`config.mk`:
```
export PLATFORM = sky130hd
export DESIGN_NAME = uart_os_rx
export DESIGN_NICKNAME = d
export VERILOG_FILES = /design/src/rtl/uart_os_rx_pkg.sv /design/src/rtl/uart_os_rx_sync.sv /design/src/rtl/uart_os_rx_sampler.sv /design/src/rtl/uart_os_rx_buffer.sv /design/src/rtl/uart_os_rx.sv
export SDC_FILE = /design/constraint.sdc
export NUM_CORES = 1
export LEC_CHECK = 0
export BUFFER_PORTS_ARGS = -buffer_cell sky130_fd_sc_hd__buf_2
export CAP_MARGIN = 10
export CORE_MARGIN = 2
export CORE_UTILIZATION = 52
export DETAILED_ROUTE_END_ITERATION = 8
export GPL_TIMING_DRIVEN = 0
export PLACE_DENSITY = 0.75
export SLEW_MARGIN = 10
export SYNTH_ARGS = -nofsm -noshare
export SYNTH_HDL_FRONTEND = slang
export SYNTH_SLANG_ARGS = --single-unit
```
`constraint.sdc`:
```
create_clock -name clk -period 2 [get_ports clk]
set_clock_uncertainty 0.05 [all_clocks]
set_input_delay 0.1 -clock clk [delete_from_list [all_inputs] [get_ports clk]]
set_output_delay 0.1 -clock clk [all_outputs]
set_load 0.1 [all_outputs]
```
`src/rtl/uart_os_rx_pkg.sv`:
```
package uart_os_rx_pkg;

    typedef enum logic [2:0] {
        RX_HUNT   = 3'd0,
        RX_START  = 3'd1,
        RX_DATA   = 3'd2,
        RX_PARITY = 3'd3,
        RX_STOP   = 3'd4
    } rx_state_e;

    typedef enum logic [1:0] {
        PAR_NONE = 2'b00,
        PAR_ODD  = 2'b01,
        PAR_EVEN = 2'b10,
        PAR_OFF  = 2'b11
    } par_mode_e;

endpackage

```
`src/rtl/uart_os_rx_sync.sv`:
```
module uart_os_rx_sync #(
    parameter int unsigned STAGES = 2
) (
    input  logic clk,
    input  logic rst_n,
    input  logic tick,
    input  logic rxd,
    output logic rx_s,
    output logic fall
);

    logic [STAGES-1:0] chain;
    logic              line_prev;

    // Synchronizer chain, reset to the idle (mark) level.
    always_ff @(posedge clk or negedge rst_n) begin
        if (!rst_n) begin
            chain <= '1;
        end else begin
            chain <= {chain[STAGES-2:0], rxd};
        end
    end

    assign rx_s = chain[STAGES-1];

    // The line level seen at the previous sample tick.
    always_ff @(posedge clk or negedge rst_n) begin
        if (!rst_n) begin
            line_prev <= 1'b1;
        end else if (tick) begin
            line_prev <= rx_s;
        end
    end

    assign fall = tick & line_prev & ~rx_s;

endmodule

```
`src/rtl/uart_os_rx_sampler.sv`:
```
module uart_os_rx_sampler #(
    parameter int unsigned OSR        = 16,
    parameter int unsigned MID_SAMPLE = 8
) (
    input  logic clk,
    input  logic rst_n,
    input  logic clr,
    input  logic tick,
    input  logic arm,
    input  logic run,
    input  logic rx_s,
    output logic mid,
    output logic vote
);

    localparam int unsigned CNT_W = $clog2(OSR);
    localparam logic [CNT_W-1:0] IDX_A = CNT_W'(MID_SAMPLE - 1);
    localparam logic [CNT_W-1:0] IDX_B = CNT_W'(MID_SAMPLE);
    localparam logic [CNT_W-1:0] IDX_C = CNT_W'(MID_SAMPLE + 1);
    localparam logic [CNT_W-1:0] IDX_LAST = CNT_W'(OSR - 1);

    // cnt holds the number of samples already taken in the current bit.
    logic [CNT_W-1:0] cnt;
    logic             smp_a;
    logic             smp_b;

    always_ff @(posedge clk or negedge rst_n) begin
        if (!rst_n) begin
            cnt   <= '0;
            smp_a <= 1'b0;
            smp_b <= 1'b0;
        end else if (clr) begin
            cnt   <= '0;
        end else if (tick) begin
            if (arm) begin
                cnt <= CNT_W'(1);
            end else if (run) begin
                cnt <= (cnt == IDX_LAST) ? '0 : cnt + CNT_W'(1);
                if (cnt == IDX_A) smp_a <= rx_s;
                if (cnt == IDX_B) smp_b <= rx_s;
            end
        end
    end

    // The third centre sample is taken live on the deciding tick.
    assign mid  = tick & run & ~arm & (cnt == IDX_C);
    assign vote = (smp_a & smp_b) | (smp_a & rx_s) | (smp_b & rx_s);

endmodule

```
`src/rtl/uart_os_rx_buffer.sv`:
```
module uart_os_rx_buffer #(
    parameter int unsigned DW = 9
) (
    input  logic          clk,
    input  logic          rst_n,
    input  logic          flush,
    input  logic          commit,
    input  logic [DW-1:0] c_data,
    input  logic          c_fe,
    input  logic          c_pe,
    input  logic          start_ok,
    input  logic          rd,
    output logic [DW-1:0] data,
    output logic          full,
    output logic          fe,
    output logic          pe,
    output logic          ovr
);

    always_ff @(posedge clk or negedge rst_n) begin
        if (!rst_n) begin
            data <= '0;
            full <= 1'b0;
            fe   <= 1'b0;
            pe   <= 1'b0;
        end else if (flush) begin
            data <= '0;
            full <= 1'b0;
            fe   <= 1'b0;
            pe   <= 1'b0;
        end else if (commit) begin
            data <= c_data;
            full <= 1'b1;
            fe   <= c_fe;
            pe   <= c_pe;
        end else if (rd) begin
            full <= 1'b0;
        end
    end

    always_ff @(posedge clk or negedge rst_n) begin
        if (!rst_n) begin
            ovr <= 1'b0;
        end else if (flush || rd) begin
            ovr <= 1'b0;
        end else if (start_ok && full) begin
            ovr <= 1'b1;
        end
    end

endmodule

```
`src/rtl/uart_os_rx.sv`:
```
module uart_os_rx
    import uart_os_rx_pkg::*;
#(
    parameter int unsigned OSR         = 16,
    parameter int unsigned MID_SAMPLE  = 8,
    parameter int unsigned MIN_BITS    = 5,
    parameter int unsigned MAX_BITS    = 9,
    parameter int unsigned SIZE_W      = 3,
    parameter int unsigned SYNC_STAGES = 2
) (
    input  logic                clk,
    input  logic                rst_n,
    input  logic                rx_en,
    input  logic                sample_tick,
    input  logic                rxd,
    input  logic [SIZE_W-1:0]   cfg_size,
    input  logic [1:0]          cfg_parity,
    input  logic                rd_stb,
    output logic [MAX_BITS-1:0] rd_data,
    output logic                rx_done,
    output logic                frame_err,
    output logic                parity_err,
    output logic                overrun_err
);

    localparam int unsigned IDX_W     = $clog2(MAX_BITS);
    localparam int unsigned SIZE_SPAN = MAX_BITS - MIN_BITS;

    function automatic logic [IDX_W-1:0] last_index(input logic [SIZE_W-1:0] code);
        if (int'(code) > SIZE_SPAN) begin
            return IDX_W'(MAX_BITS - 1);
        end
        return IDX_W'(MIN_BITS - 1 + int'(code));
    endfunction

    rx_state_e           state;
    rx_state_e           state_nxt;
    logic                rx_s;
    logic                fall;
    logic                mid;
    logic                vote;
    logic                arm;
    logic                start_ok;
    logic                commit;
    logic                run;
    logic                flush;
    logic [MAX_BITS-1:0] shreg;
    logic [IDX_W-1:0]    bit_idx;
    logic [IDX_W-1:0]    frm_last;
    par_mode_e           frm_par;
    logic                par_on;
    logic                par_acc;
    logic                par_bad;

    assign flush  = ~rx_en;
    assign run    = (state != RX_HUNT);
    assign par_on = (frm_par == PAR_ODD) || (frm_par == PAR_EVEN);

    uart_os_rx_sync #(
        .STAGES (SYNC_STAGES)
    ) u_sync (
        .clk   (clk),
        .rst_n (rst_n),
        .tick  (sample_tick),
        .rxd   (rxd),
        .rx_s  (rx_s),
        .fall  (fall)
    );

    uart_os_rx_sampler #(
        .OSR        (OSR),
        .MID_SAMPLE (MID_SAMPLE)
    ) u_sampler (
        .clk   (clk),
        .rst_n (rst_n),
        .clr   (flush),
        .tick  (sample_tick),
        .arm   (arm),
        .run   (run),
        .rx_s  (rx_s),
        .mid   (mid),
        .vote  (vote)
    );

    // Next-state logic and the per-cycle strobes to the datapath.
    always_comb begin
        state_nxt = state;
        arm       = 1'b0;
        start_ok  = 1'b0;
        commit    = 1'b0;
        unique case (state)
            RX_HUNT: begin
                if (fall) begin
                    arm       = 1'b1;
                    state_nxt = RX_START;
                end
            end
            RX_START: begin
                if (mid) begin
                    if (!vote) begin
                        start_ok  = 1'b1;
                        state_nxt = RX_DATA;
                    end else begin
                        state_nxt = RX_HUNT;
                    end
                end
            end
            RX_DATA: begin
                if (mid && (bit_idx == frm_last)) begin
                    state_nxt = par_on ? RX_PARITY : RX_STOP;
                end
            end
            RX_PARITY: begin
                if (mid) begin
                    state_nxt = RX_STOP;
                end
            end
            RX_STOP: begin
                if (mid) begin
                    commit    = 1'b1;
                    state_nxt = RX_HUNT;
                end
            end
            default: begin
                state_nxt = RX_HUNT;
            end
        endcase
    end

    // State register.
    always_ff @(posedge clk or negedge rst_n) begin
        if (!rst_n) begin
            state <= RX_HUNT;
        end else if (flush) begin
            state <= RX_HUNT;
        end else begin
            state <= state_nxt;
        end
    end

    // Frame assembly: configuration latch, shift register and parity.
    always_ff @(posedge clk or negedge rst_n) begin
        if (!rst_n) begin
            shreg    <= '0;
            bit_idx  <= '0;
            frm_last <= '0;
            frm_par  <= PAR_NONE;
            par_acc  <= 1'b0;
            par_bad  <= 1'b0;
        end else if (flush) begin
            shreg    <= '0;
            bit_idx  <= '0;
            par_acc  <= 1'b0;
            par_bad  <= 1'b0;
        end else begin
            if (start_ok) begin
                shreg    <= '0;
                bit_idx  <= '0;
                par_acc  <= 1'b0;
                par_bad  <= 1'b0;
                frm_last <= last_index(cfg_size);
                frm_par  <= par_mode_e'(cfg_parity);
            end
            if ((state == RX_DATA) && mid) begin
                shreg[bit_idx] <= vote;
                par_acc        <= par_acc ^ vote;
                bit_idx        <= bit_idx + IDX_W'(1);
            end
            if ((state == RX_PARITY) && mid) begin
                par_bad <= (frm_par == PAR_EVEN) ? (vote != par_acc)
                                                 : (vote == par_acc);
            end
        end
    end

    uart_os_rx_buffer #(
        .DW (MAX_BITS)
    ) u_buffer (
        .clk      (clk),
        .rst_n    (rst_n),
        .flush    (flush),
        .commit   (commit),
        .c_data   (shreg),
        .c_fe     (~vote),
        .c_pe     (par_bad),
        .start_ok (start_ok),
        .rd       (rd_stb),
        .data     (rd_data),
        .full     (rx_done),
        .fe       (frame_err),
        .pe       (parity_err),
        .ovr      (overrun_err)
    );

endmodule

```
=== Word-level counts from Yosys, hierarchy flattened ===
Index checks and enable logic that the tools add are counted.

* Bitwise gates (word level): 15
* Eq/ne operators: 24
* Reduce and logical (&&, ||, !) cells: 15
* $lt $le $gt $ge: 3
* Add/subtract/negate cells: 3
* Muxes and demuxes: 53

{| class="wikitable"
|+ Operators with widths
! kind !! count
|-
| 2-to-1 mux 9 bit || 6
|-
| 2-to-1 mux 4 bit || 10
|-
| 2-to-1 mux 1 bit || 26
|-
| 2-to-1 mux 3 bit || 7
|-
| != test 3 bit (second input constant) || 5
|-
| case mux 3 bit (5 select lines) || 1
|-
| AND reduction 5 bit || 3
|-
| == test 4 bit (second input constant) || 3
|-
| != test 3 x 1 -> 1 bit (second input constant) || 4
|-
| bitwise mux 9 bit || 1
|-
| adder 4 x 1 -> 4 bit (second input constant) || 2
|-
| bitwise AND 1 bit || 8
|-
| == test 3 x 2 -> 1 bit (second input constant) || 2
|-
| logical AND 1 bit || 5
|-
| < comparator 4 x 5 -> 1 bit (second input constant) || 1
|-
| adder 3 x 3 -> 4 bit (first input constant) || 1
|-
| demux 1 bit (select 4 bit) || 1
|-
| == test 4 x 3 -> 1 bit (second input constant) || 1
|-
| == test 4 bit || 1
|-
| >= comparator 4 x 1 -> 1 bit (second input constant) || 1
|-
| != test 2 x 1 -> 1 bit (second input constant) || 2
|-
| NOT 1 bit || 4
|-
| AND reduction 2 bit || 2
|-
| == test 3 x 1 -> 1 bit (second input constant) || 1
|-
| other kinds (13) || 15
|}

* Output and inout port bits: 13
* Flip-flop bits (word level): 46

=== Logic depth before layout (Yosys ltp) ===
Gate-level depths: netlist of the first run.

* Depth in word-level cells: 14
* Depth in mapped cells: 8

=== By module ===
A second synthesis of the first run with hierarchy kept.

* Cells, all modules: 237
* Area, all modules: 2467.4 µm²

{| class="wikitable"
|+ By module, submodules not included
! module !! instances !! cells each !! area an instance (µm²)
|-
| uart_os_rx || 1 || 151 || 1463.9
|-
| uart_os_rx_buffer || 1 || 42 || 518.0
|-
| uart_os_rx_sampler || 1 || 39 || 381.6
|-
| uart_os_rx_sync || 1 || 5 || 103.8
|}

=== Worst setup path before layout of the first run ===
No wires, ideal clock.

* Path type: flip-flop to flip-flop
* Start: reg u_sampler.cnt[1]
* End: reg shreg[8]
* Path slack: 0.171 ns
* Stages on the path, launching flop included: 7
* Data arrival time: 1.654 ns
* Setup time: 0.125 ns
* Period minus slack after synthesis: 1.829 ns
* Path buffers: 0
* Cells stage by stage: dfrtp_1 > inv_1 > ha_1 > nand4b_1 > or3_1 > nor3_1 > mux2_2

* Cells in the longest elaborated chain, start to end: 9
* Elaborated cells on any way between the ends: 10

{| class="wikitable"
|+ RTL lines
! what !! line !! source
|-
| start, declared || uart_os_rx_sampler.sv:23 || <nowiki>logic [CNT_W-1:0] cnt;</nowiki>
|-
| start signal, assigned || uart_os_rx_sampler.sv:38 || <nowiki>cnt <= (cnt == IDX_LAST) ? '0 : cnt + CNT_W'(1);</nowiki>
|-
| == test 4 bit (*) || uart_os_rx_sampler.sv:46 || <nowiki>assign mid = tick & run & ~arm & (cnt == IDX_C);</nowiki>
|-
| bitwise AND 1 bit (*) || uart_os_rx_sampler.sv:46 ||
|-
| 2-to-1 mux 1 bit || uart_os_rx.sv:99 || <nowiki>if (mid) begin</nowiki>
|-
| 2-to-1 mux 1 bit || uart_os_rx.sv:91 || <nowiki>unique case (state)</nowiki>
|-
| 2-to-1 mux 9 bit || uart_os_rx.sv:156 || <nowiki>if (start_ok) begin</nowiki>
|-
| 2-to-1 mux 9 bit || uart_os_rx.sv:150 || <nowiki>end else if (flush) begin</nowiki>
|-
| bitwise mux 9 bit || uart_os_rx.sv:165 || <nowiki>shreg[bit_idx] <= vote;</nowiki>
|-
| 2-to-1 mux 9 bit (*) || uart_os_rx.sv:164 || <nowiki>if ((state == RX_DATA) && mid) begin</nowiki>
|-
| 2-to-1 mux 9 bit (*) || uart_os_rx.sv:150 ||
|-
| end signal, assigned by index || uart_os_rx.sv:165 ||
|-
| end, declared || uart_os_rx.sv:47 || <nowiki>logic [MAX_BITS-1:0] shreg;</nowiki>
|}

Mark *: on every way between the ends. The rest lies on a longest branch, timed or not. The select of a mux whose other input is x is not followed.
A chain may end at the register's enable or synchronous reset.

=== Worst setup path in the final report of the first run ===
* Start: reg u_sampler.smp_a
* End: reg shreg[8]

* Cells in the longest elaborated chain, start to end: 11
* Elaborated cells on any way between the ends: 12

{| class="wikitable"
|+ RTL lines
! what !! line !! source
|-
| start, declared || uart_os_rx_sampler.sv:24 || <nowiki>logic smp_a;</nowiki>
|-
| start signal, assigned || uart_os_rx_sampler.sv:39 || <nowiki>if (cnt == IDX_A) smp_a <= rx_s;</nowiki>
|-
| bitwise AND 1 bit || uart_os_rx_sampler.sv:47 || <nowiki>assign vote = (smp_a & smp_b) | (smp_a & rx_s) | (smp_b & rx_s);</nowiki>
|-
| OR 1 bit (*) (2 in a row) || uart_os_rx_sampler.sv:47 ||
|-
| 2-to-1 mux 1 bit || uart_os_rx.sv:100 || <nowiki>if (!vote) begin</nowiki>
|-
| 2-to-1 mux 1 bit || uart_os_rx.sv:99 ||
|-
| 2-to-1 mux 1 bit || uart_os_rx.sv:91 ||
|-
| 2-to-1 mux 9 bit || uart_os_rx.sv:156 ||
|-
| 2-to-1 mux 9 bit || uart_os_rx.sv:150 ||
|-
| bitwise mux 9 bit || uart_os_rx.sv:165 ||
|-
| 2-to-1 mux 9 bit (*) || uart_os_rx.sv:164 ||
|-
| 2-to-1 mux 9 bit (*) || uart_os_rx.sv:150 ||
|}

Marked as above.

==> results.json, run 1 <==
{
  "syn_to_final_growth_pct": 20.0,
  "drt-pass1-iter-count": 4,
  "grt_antenna_before_repair": 0,
  "buffer_ports.inserted": 23,
  "path_clk_slew_ns": 0.09,
  "most_used_cells_in_the_layout_excluding_fill_and_tap_cells": "42 x dfrtp_1, 24 x buf_2, 22 x nand2_1",
  "root_cell_of_the_clock_tree": "clkbuf_8",
  "vias_per_cell": 5.86,
  "crit_chain": "maj3_2, or4_4, and3_1, mux2_2",
  "detail_route.wl_per_cell_um": 15.1,
  "yosys_most_used_dff": "dfrtp_1",
  "timing.critical_path.slowest_stage_cell": "or4_4",
  "postSynthCellCount": 225,
  "clkSinkCount": 46,
  "class_of_the_tightest_hold_or_removal_check": "in -> reg",
  "floorplan.die.height_um": 70.9,
  "yosys_warnings": 0,
  "final_util": 0.645,
  "tritoncts.num_buffers": 5,
  "highest_layer": "met4",
  "outcome": "completed",
  "leak_nw": 1.34,
  "design.core.area_um2": 4320,
  "pin_count_of_the_biggest_net_entering_global_routing": 47,
  "starting_utilization_of_the_core_area": 0.538,
  "synth_cell_type_count": 45,
  "endpoint_kind": "flop",
  "met3WireLength_um": 233,
  "power.net_switching_mw": 0.397,
  "cts.htree.levels": 2,
  "biggest_area_contributors_in_the_synthesized_netlist": "dfrtp_1 46%, ha_1 4.3%, a22o_1 4.1%, nand2_1 3.7%, dfstp_2 3.4%",
  "clk-insertion-delay-late_ns": 0.30,
  "grt_pass1_vias": 1682,
  "place_hpwl_um": 3260,
  "switching_fraction_of_total_power": 0.226,
  "detail-route-antenna-nets": 0,
  "chipWidth_um": 70.9,
  "share_clk_of_total_power": 0.392,
  "cts-root-to-sink-buffers": 2,
  "wl_met1_um": 2340,
  "clock.fmax_mhz": 512,
  "synthDominantAreaCellType": "dfrtp_1",
  "wl_um": 4810,
  "floorplan.rows": 24,
  "report.final.hold_viol_count": 0,
  "dr_wl_met2_um": 2200,
  "post_route_cells_drive_above_1_share": 0.251,
  "final-setup-viol-count": 0,
  "slew_violations": 0,
  "synth_edf_count": 0,
  "mappedNetlistArea_um2": 2330,
  "finalCritPeriodShare": 0.976,
  "delay_of_the_slowest_critical_path_stage_ns": 0.55,
  "synth-async-reset-ratio": 1.00,
  "tritoncts": "built",
  "whs_ns": 0.0748,
  "gp_congestion": 0.826,
  "worst_margin_slew_ns": 1.01,
  "synthesis.area_per_instance_um2": 10.3,
  "dr_total_vias": 1870,
  "synthDominantCellAreaShare": 0.463,
  "post_synthesis_net_count": 244,
  "grt_pass1_wl_um": 8100,
  "grt.total_usage": 0.204,
  "critPathKind": "reg -> reg",
  "p_per_area_nw_per_um2": 629,
  "min_period_ns": 1.95,
  "drt_iter0_markers": 156,
  "detail_route.drc_violations": 0,
  "max_cap_violations": 0,
  "internal_power_mw": 1.36,
  "slew_headroom": 0.327,
  "insertedDiodeCount": 0,
  "seqPwrFrac": 0.543,
  "synth.ff_latch_count": 46,
  "report.power.total_mw": 1.76,
  "num_io_pins": 24,
  "arrival_time_reported_for_the_critical_path_endpoint_ns": 2.10,
  "vdd_drop_max_v": 0.000428,
  "startpoint_type": "flop",
  "seq_area_frac_synth": 0.497,
  "combPwrFrac": 0.064,
  "final_nets": 285,
  "worstPathMaxFanout": 9,
  "mostFrequentLayoutCell": "dfrtp_1",
  "global_route.overflow_total": 0,
  "dieArea_um2": 5020,
  "wp_data_required_ns": 2.15,
  "tns_ns": 0
}
==> timing repair <==
action / 4_1_cts / 5_1_grt
gates resized for setup: 7 / 18
setup buffers: 1 / 2
pin swaps: 1 / 2
endpoints found under the hold margin: 50 / 0
hold buffers: 8 / 0
endpoints found under the setup margin: 27 / 21
==> stage by stage <==
stage | std cells | cell area [µm²] | worst slack [ns]
2_1_floorplan | 225 | 2330 | 0.171
3_3_place_gp | 300 | 2510 | -0.117
3_5_place_dp | 300 | 2510 | -0.128
4_1_cts | 317 | 2720 | 0.0245
5_1_grt | 319 | 2790 | -0.0123
6_report | 319 | 2790 | 0.0481
==> worst max-delay path: cells and delay by family, from the launching register on <==
kind,cells,cell delay [ns]
multiplexers,1,0.25
AND/OR/NAND/NOR,2,0.74
adder cells (fa/ha/maj),1,0.41
flip-flops,1,0.40
==> flip-flops by register name, indices dropped and copies added, names as in the netlist, 2 cells and up <==
| register | cells |
|---|---|
| frm_par | 2 |
| frm_last | 4 |
| u_sampler.cnt | 4 |
| shreg | 9 |
| u_sync.chain | 2 |
| bit_idx | 4 |
| u_buffer.data | 9 |
| state | 3 |
==> cell usage after synthesis, drive strengths merged (4+ instances only) <==
library cell  instances
dfrtp                43
nand2                23
o21ai                12
a22o                 11
a21oi                10
nand4                10
nor2                 10
inv                   9
clkbuf                8
ha                    8
o2111ai               8
mux2                  7
nand2b                7
buf                   6
xor2                  5
and2                  4
nor3                  4
==> metal layers <==
layer	vias to the layer above	GRT usage
li1	911	-
met1	910	0.304
met2	47	0.297
met3	2	0.0442
met4	0	0.0692
met5	-	0
==> cell type report <==
cell class,instances,area (µm²)
flip-flops and latches,46,1160
plain buffers,14,87.6
inverters,9,33.8
repair buffers,34,218
clock inverters,2,37.5
clock buffers,6,72.6
fillers,366,1530
well taps,52,65.1
multi-input cells,156,1120
==> cell families after synthesis <==
family	after synthesis	share of synthesized area
DFF	46	0.497
and+or+nand+nor	74	0.171
buffers and inverters	23	0.0403
muxes	7	0.0339
xor gates and xnor gates	6	0.0226
adders and majority gates	9	0.0479
AOI/OAI and AO/OA	60	0.188
==> power by group through the flow <==
stage                     registers, mW  clock network (mW)  logic, mW
final                             0.954               0.688      0.113
after global routing              0.956               0.740      0.128
after CTS                         0.952               0.700      0.111
after detailed placement          0.970                   0     0.0971
after global placement            0.970                   0     0.0952
after floorplan                   0.968                   0     0.0520
==> path summary, 6_finish.rpt <==
kind,cells after the start,startpoint,endpoint,slack (ns)
min,2,sample_tick,u_sync.line_prev,0.07
min reg2reg,0,u_sync.chain[0],u_sync.chain[1],0.31
max reg2reg,4,u_sampler.smp_a,shreg[8],0.05
max in group asynchronous,2,rst_n,u_sampler.cnt[0],0.76
max,4,u_sampler.smp_a,shreg[8],0.05
min in group asynchronous,2,rst_n,frm_last[2],0.45
No activity file was read; power rests on OpenSTA's default activity.
==> run 2, diff against run 1 <==
- CORE_ASPECT_RATIO: default -> 2
- CORE_UTILIZATION: 52 -> 53
- SYNTH_HIERARCHICAL: default -> 1
==> run 2 against run 1 <==
Compared with the run above:
- the flow now finishes with violations (setup timing)
- worst hold slack gained 0.057 ns
- area after synthesis grew 6.1%
- global-route usage grew 0.25 points
- synthesized cell count grew 5.3%
- sequential power shrank 0.8%
- first-iteration DRC count shrank 69%
- register-to-register slack lost 0.14 ns
- final area grew 12%
- routed wire length grew 12%
- setup slack lost 0.14 ns
- core utilization grew 3.9 points
- combinational power grew 5%
==> results.json, run 2 <==
{
  "outcome": "finished with violations",
  "violations": "setup timing",
  "pin_count_of_the_biggest_net_entering_global_routing": 47,
  "met3WireLength_um": 178,
  "design.core.area_um2": 4550,
  "insertedDiodeCount": 0,
  "cts-root-to-sink-buffers": 2,
  "final.setup.worst_slack_ns": -0.0958,
  "whs_path_depth": 2,
  "endpoint_kind": "flop",
  "delay_of_the_slowest_critical_path_stage_ns": 0.42,
  "global_route.overflow_total": 0,
  "clock.fmax_mhz": 477,
  "min_period_ns": 2.10,
  "worstRegToRegCells": 10,
  "hp-start": "sample_tick",
  "detail_route.wl_per_cell_um": 15.6,
  "floorplan.die.height_um": 100,
  "most_used_cells_in_the_layout_excluding_fill_and_tap_cells": "43 x dfrtp_1, 24 x buf_2, 20 x nor2_1",
  "rr_startpoint": "state[1]",
  "layout.area.seq_um2": 1150,
  "tritoncts": "built",
  "buffer_ports.inserted": 22,
  "startpoint_type": "flop",
  "yosys_warnings": 6,
  "post_layout_nonfiller_instances": 346,
  "worstPathMaxFanout": 5,
  "grt_pass1_vias": 1866,
  "startpoint": "state[1]",
  "synthDominantCellAreaShare": 0.436,
  "chipWidth_um": 52.2,
  "clkSinkCount": 46,
  "synthTopCellsByCount": "43 x dfrtp_1, 21 x nor2_1, 20 x nand3_1",
  "finalCritPeriodShare": 1.05,
  "wp_data_required_ns": 2.18,
  "detail_route.drc_violations": 0,
  "reg_top3": "shreg: 9 flops, u_buffer/data: 9 flops",
  "slew_violations": 0,
  "gp_congestion": 0.824,
  "biggest_area_contributors_in_the_synthesized_netlist": "dfrtp_1 44%, mux2i_1 6.9%, ha_1 4.1%, nand3_1 4.1%, a21oi_1 3.2%",
  "grt_antenna_before_repair": 0,
  "report.final.hold_viol_count": 0,
  "synthDominantAreaCellType": "dfrtp_1",
  "leak_nw": 1.46,
  "grt.total_usage": 0.206,
  "seq_area_frac_synth": 0.468,
  "max_cap_violations": 0,
  "worst_margin_slew_ns": 1.00,
  "synth_cell_type_count": 48,
  "dieArea_um2": 5250,
  "dpl.cell_count": 314,
  "detail-route-antenna-nets": 0,
  "crit_chain": "buf_6, or3_4, nor2_4, nor3_4, and4bb_2, buf_4, buf_6, nand3_1, nand3_1, a21oi_1",
  "syn_to_final_growth_pct": 26.4,
  "grt_setup_unrepaired": "yes",
  "cts.htree.levels": 2,
  "post_synthesis_net_count": 256,
  "dr_wl_met2_um": 2960,
  "mappedNetlistArea_um2": 2470,
  "final_nets": 309,
  "arrival_time_reported_for_the_critical_path_endpoint_ns": 2.28,
  "p_per_area_nw_per_um2": 530,
  "post_route_cells_drive_above_1_share": 0.330,
  "timing.critical_path.slowest_stage_cell": "or3_4",
  "num_io_pins": 24,
  "highest_layer": "met4",
  "tritoncts.num_buffers": 5,
  "floorplan.rows": 35,
  "drt-pass1-iter-count": 4,
  "yosys_most_used_dff": "dfrtp_1",
  "mostFrequentLayoutCell": "dfrtp_1",
  "timing.rr.end": "shreg[4]",
  "path_clk_slew_ns": 0.10,
  "vdd_drop_max_v": 0.000409,
  "slew_headroom": 0.332,
  "placed_instance_area_um2": 2670,
  "vias_per_cell": 5.73,
  "clk-insertion-delay-late_ns": 0.31,
  "place_hpwl_um": 3340,
  "class_of_the_tightest_hold_or_removal_check": "in -> reg",
  "synth.ff_latch_count": 46,
  "synth_edf_count": 0,
  "synthesis.area_per_instance_um2": 10.4,
  "final_cell_area_um2": 3120,
  "postSynthCellCount": 237,
  "hold-path-endpoint": "u_sync/line_prev",
  "starting_utilization_of_the_core_area": 0.542,
  "critPathKind": "reg -> reg",
  "wl_um": 5380,
  "tns_ns": -0.758,
  "dr_total_vias": 1984,
  "most_frequently_used_cell_type_in_the_post_synthesis_netlist": "dfrtp_1",
  "ff2ff_setup_slack_ns": -0.1,
  "multi_input_combinational_cell_area_um2": 1270,
  "drt_iter0_markers": 48,
  "root_cell_of_the_clock_tree": "clkbuf_8",
  "final-setup-viol-count": 17,
  "synth-async-reset-ratio": 1.00,
  "wl_met1_um": 2140,
  "grt_pass1_wl_um": 8250,
  "report.power.total_mw": 1.65,
  "fill_cells": 344,
  "whs_ns": 0.132
}
## run 2: changes by cell type in the layout (fill, tap and decap cells not counted), sizes merged, moves of 7 or more
cell,delta
nand2,-12
mux2i,+17
a22o,-11
o2111ai,-8
a21oi,+7
nor2,+13
nand3,+19
buf,+14
## run 2: area by class of cell
class / instances / area share
plain buffers: 14 / 0.0397
clock buffers: 5 / 0.0221
clock inverters: 3 / 0.00762
inverters: 14 / 0.0177
multi-input cells: 163 / 0.407
flip-flops and latches: 46 / 0.370
well taps: 55 / 0.0221
repair buffers: 46 / 0.113
## run 2: report_power, final
group,total (mW),leakage (nW),switching (mW),internal [mW]
sequential,0.946,0.632,0.00574,0.940
combinational,0.119,0.785,0.0683,0.0506
clock,0.588,0.0408,0.338,0.250
total,1.65,1.46,0.412,1.24
## run 2: repair_timing
action | CTS | global route
setup endpoints to repair | 28 | 30
hold buffers | 8 | 0
gates cloned | 0 | 3
hold endpoints to repair | 50 | 0
pin swaps | 7 | 13
resized for setup | 8 | 25
setup buffers | 8 | 5
## run 2: worst max path at each step
stage                 end  depth (start not counted)
2_1_floorplan    shreg[8]                          9
4_1_cts        bit_idx[3]                          9
5_1_grt          shreg[4]                         10
6_report         shreg[4]                         10
3_3_place_gp     shreg[8]                          9
3_5_place_dp     shreg[8]                          9
## run 2: logic make-up after synthesis
kind of cell | share of synthesized area
flops | 0.468
mux | 0.0979
fa+ha+maj | 0.0446
xor+xnor | 0.0213
compound gates | 0.0974
simple gates | 0.209
buf+inv | 0.0614
## run 2: critical path: cells and delay by family, from the launching register on
kind / cells / cell delay [ns]
compound gates: 1 / 0.16
buf+inv: 3 / 0.39
flops: 1 / 0.40
simple gates: 6 / 1.03
## run 2: per-layer routing
metal | global-route usage | vias to the layer above
met1 | 0.242 | 981
met5 | 0 | -
met4 | 0.0828 | 0
met2 | 0.360 | 51
met3 | 0.0386 | 10
li1 | - | 942
## run 2: metrics by stage
stage / worst slack, ns / util
3_3_place_gp: -0.154 / 0.585
3_5_place_dp: -0.171 / 0.585
5_1_grt: -0.166 / 0.685
6_report: -0.0958 / 0.685
4_1_cts: -0.0748 / 0.644
2_1_floorplan: -0.00816 / -
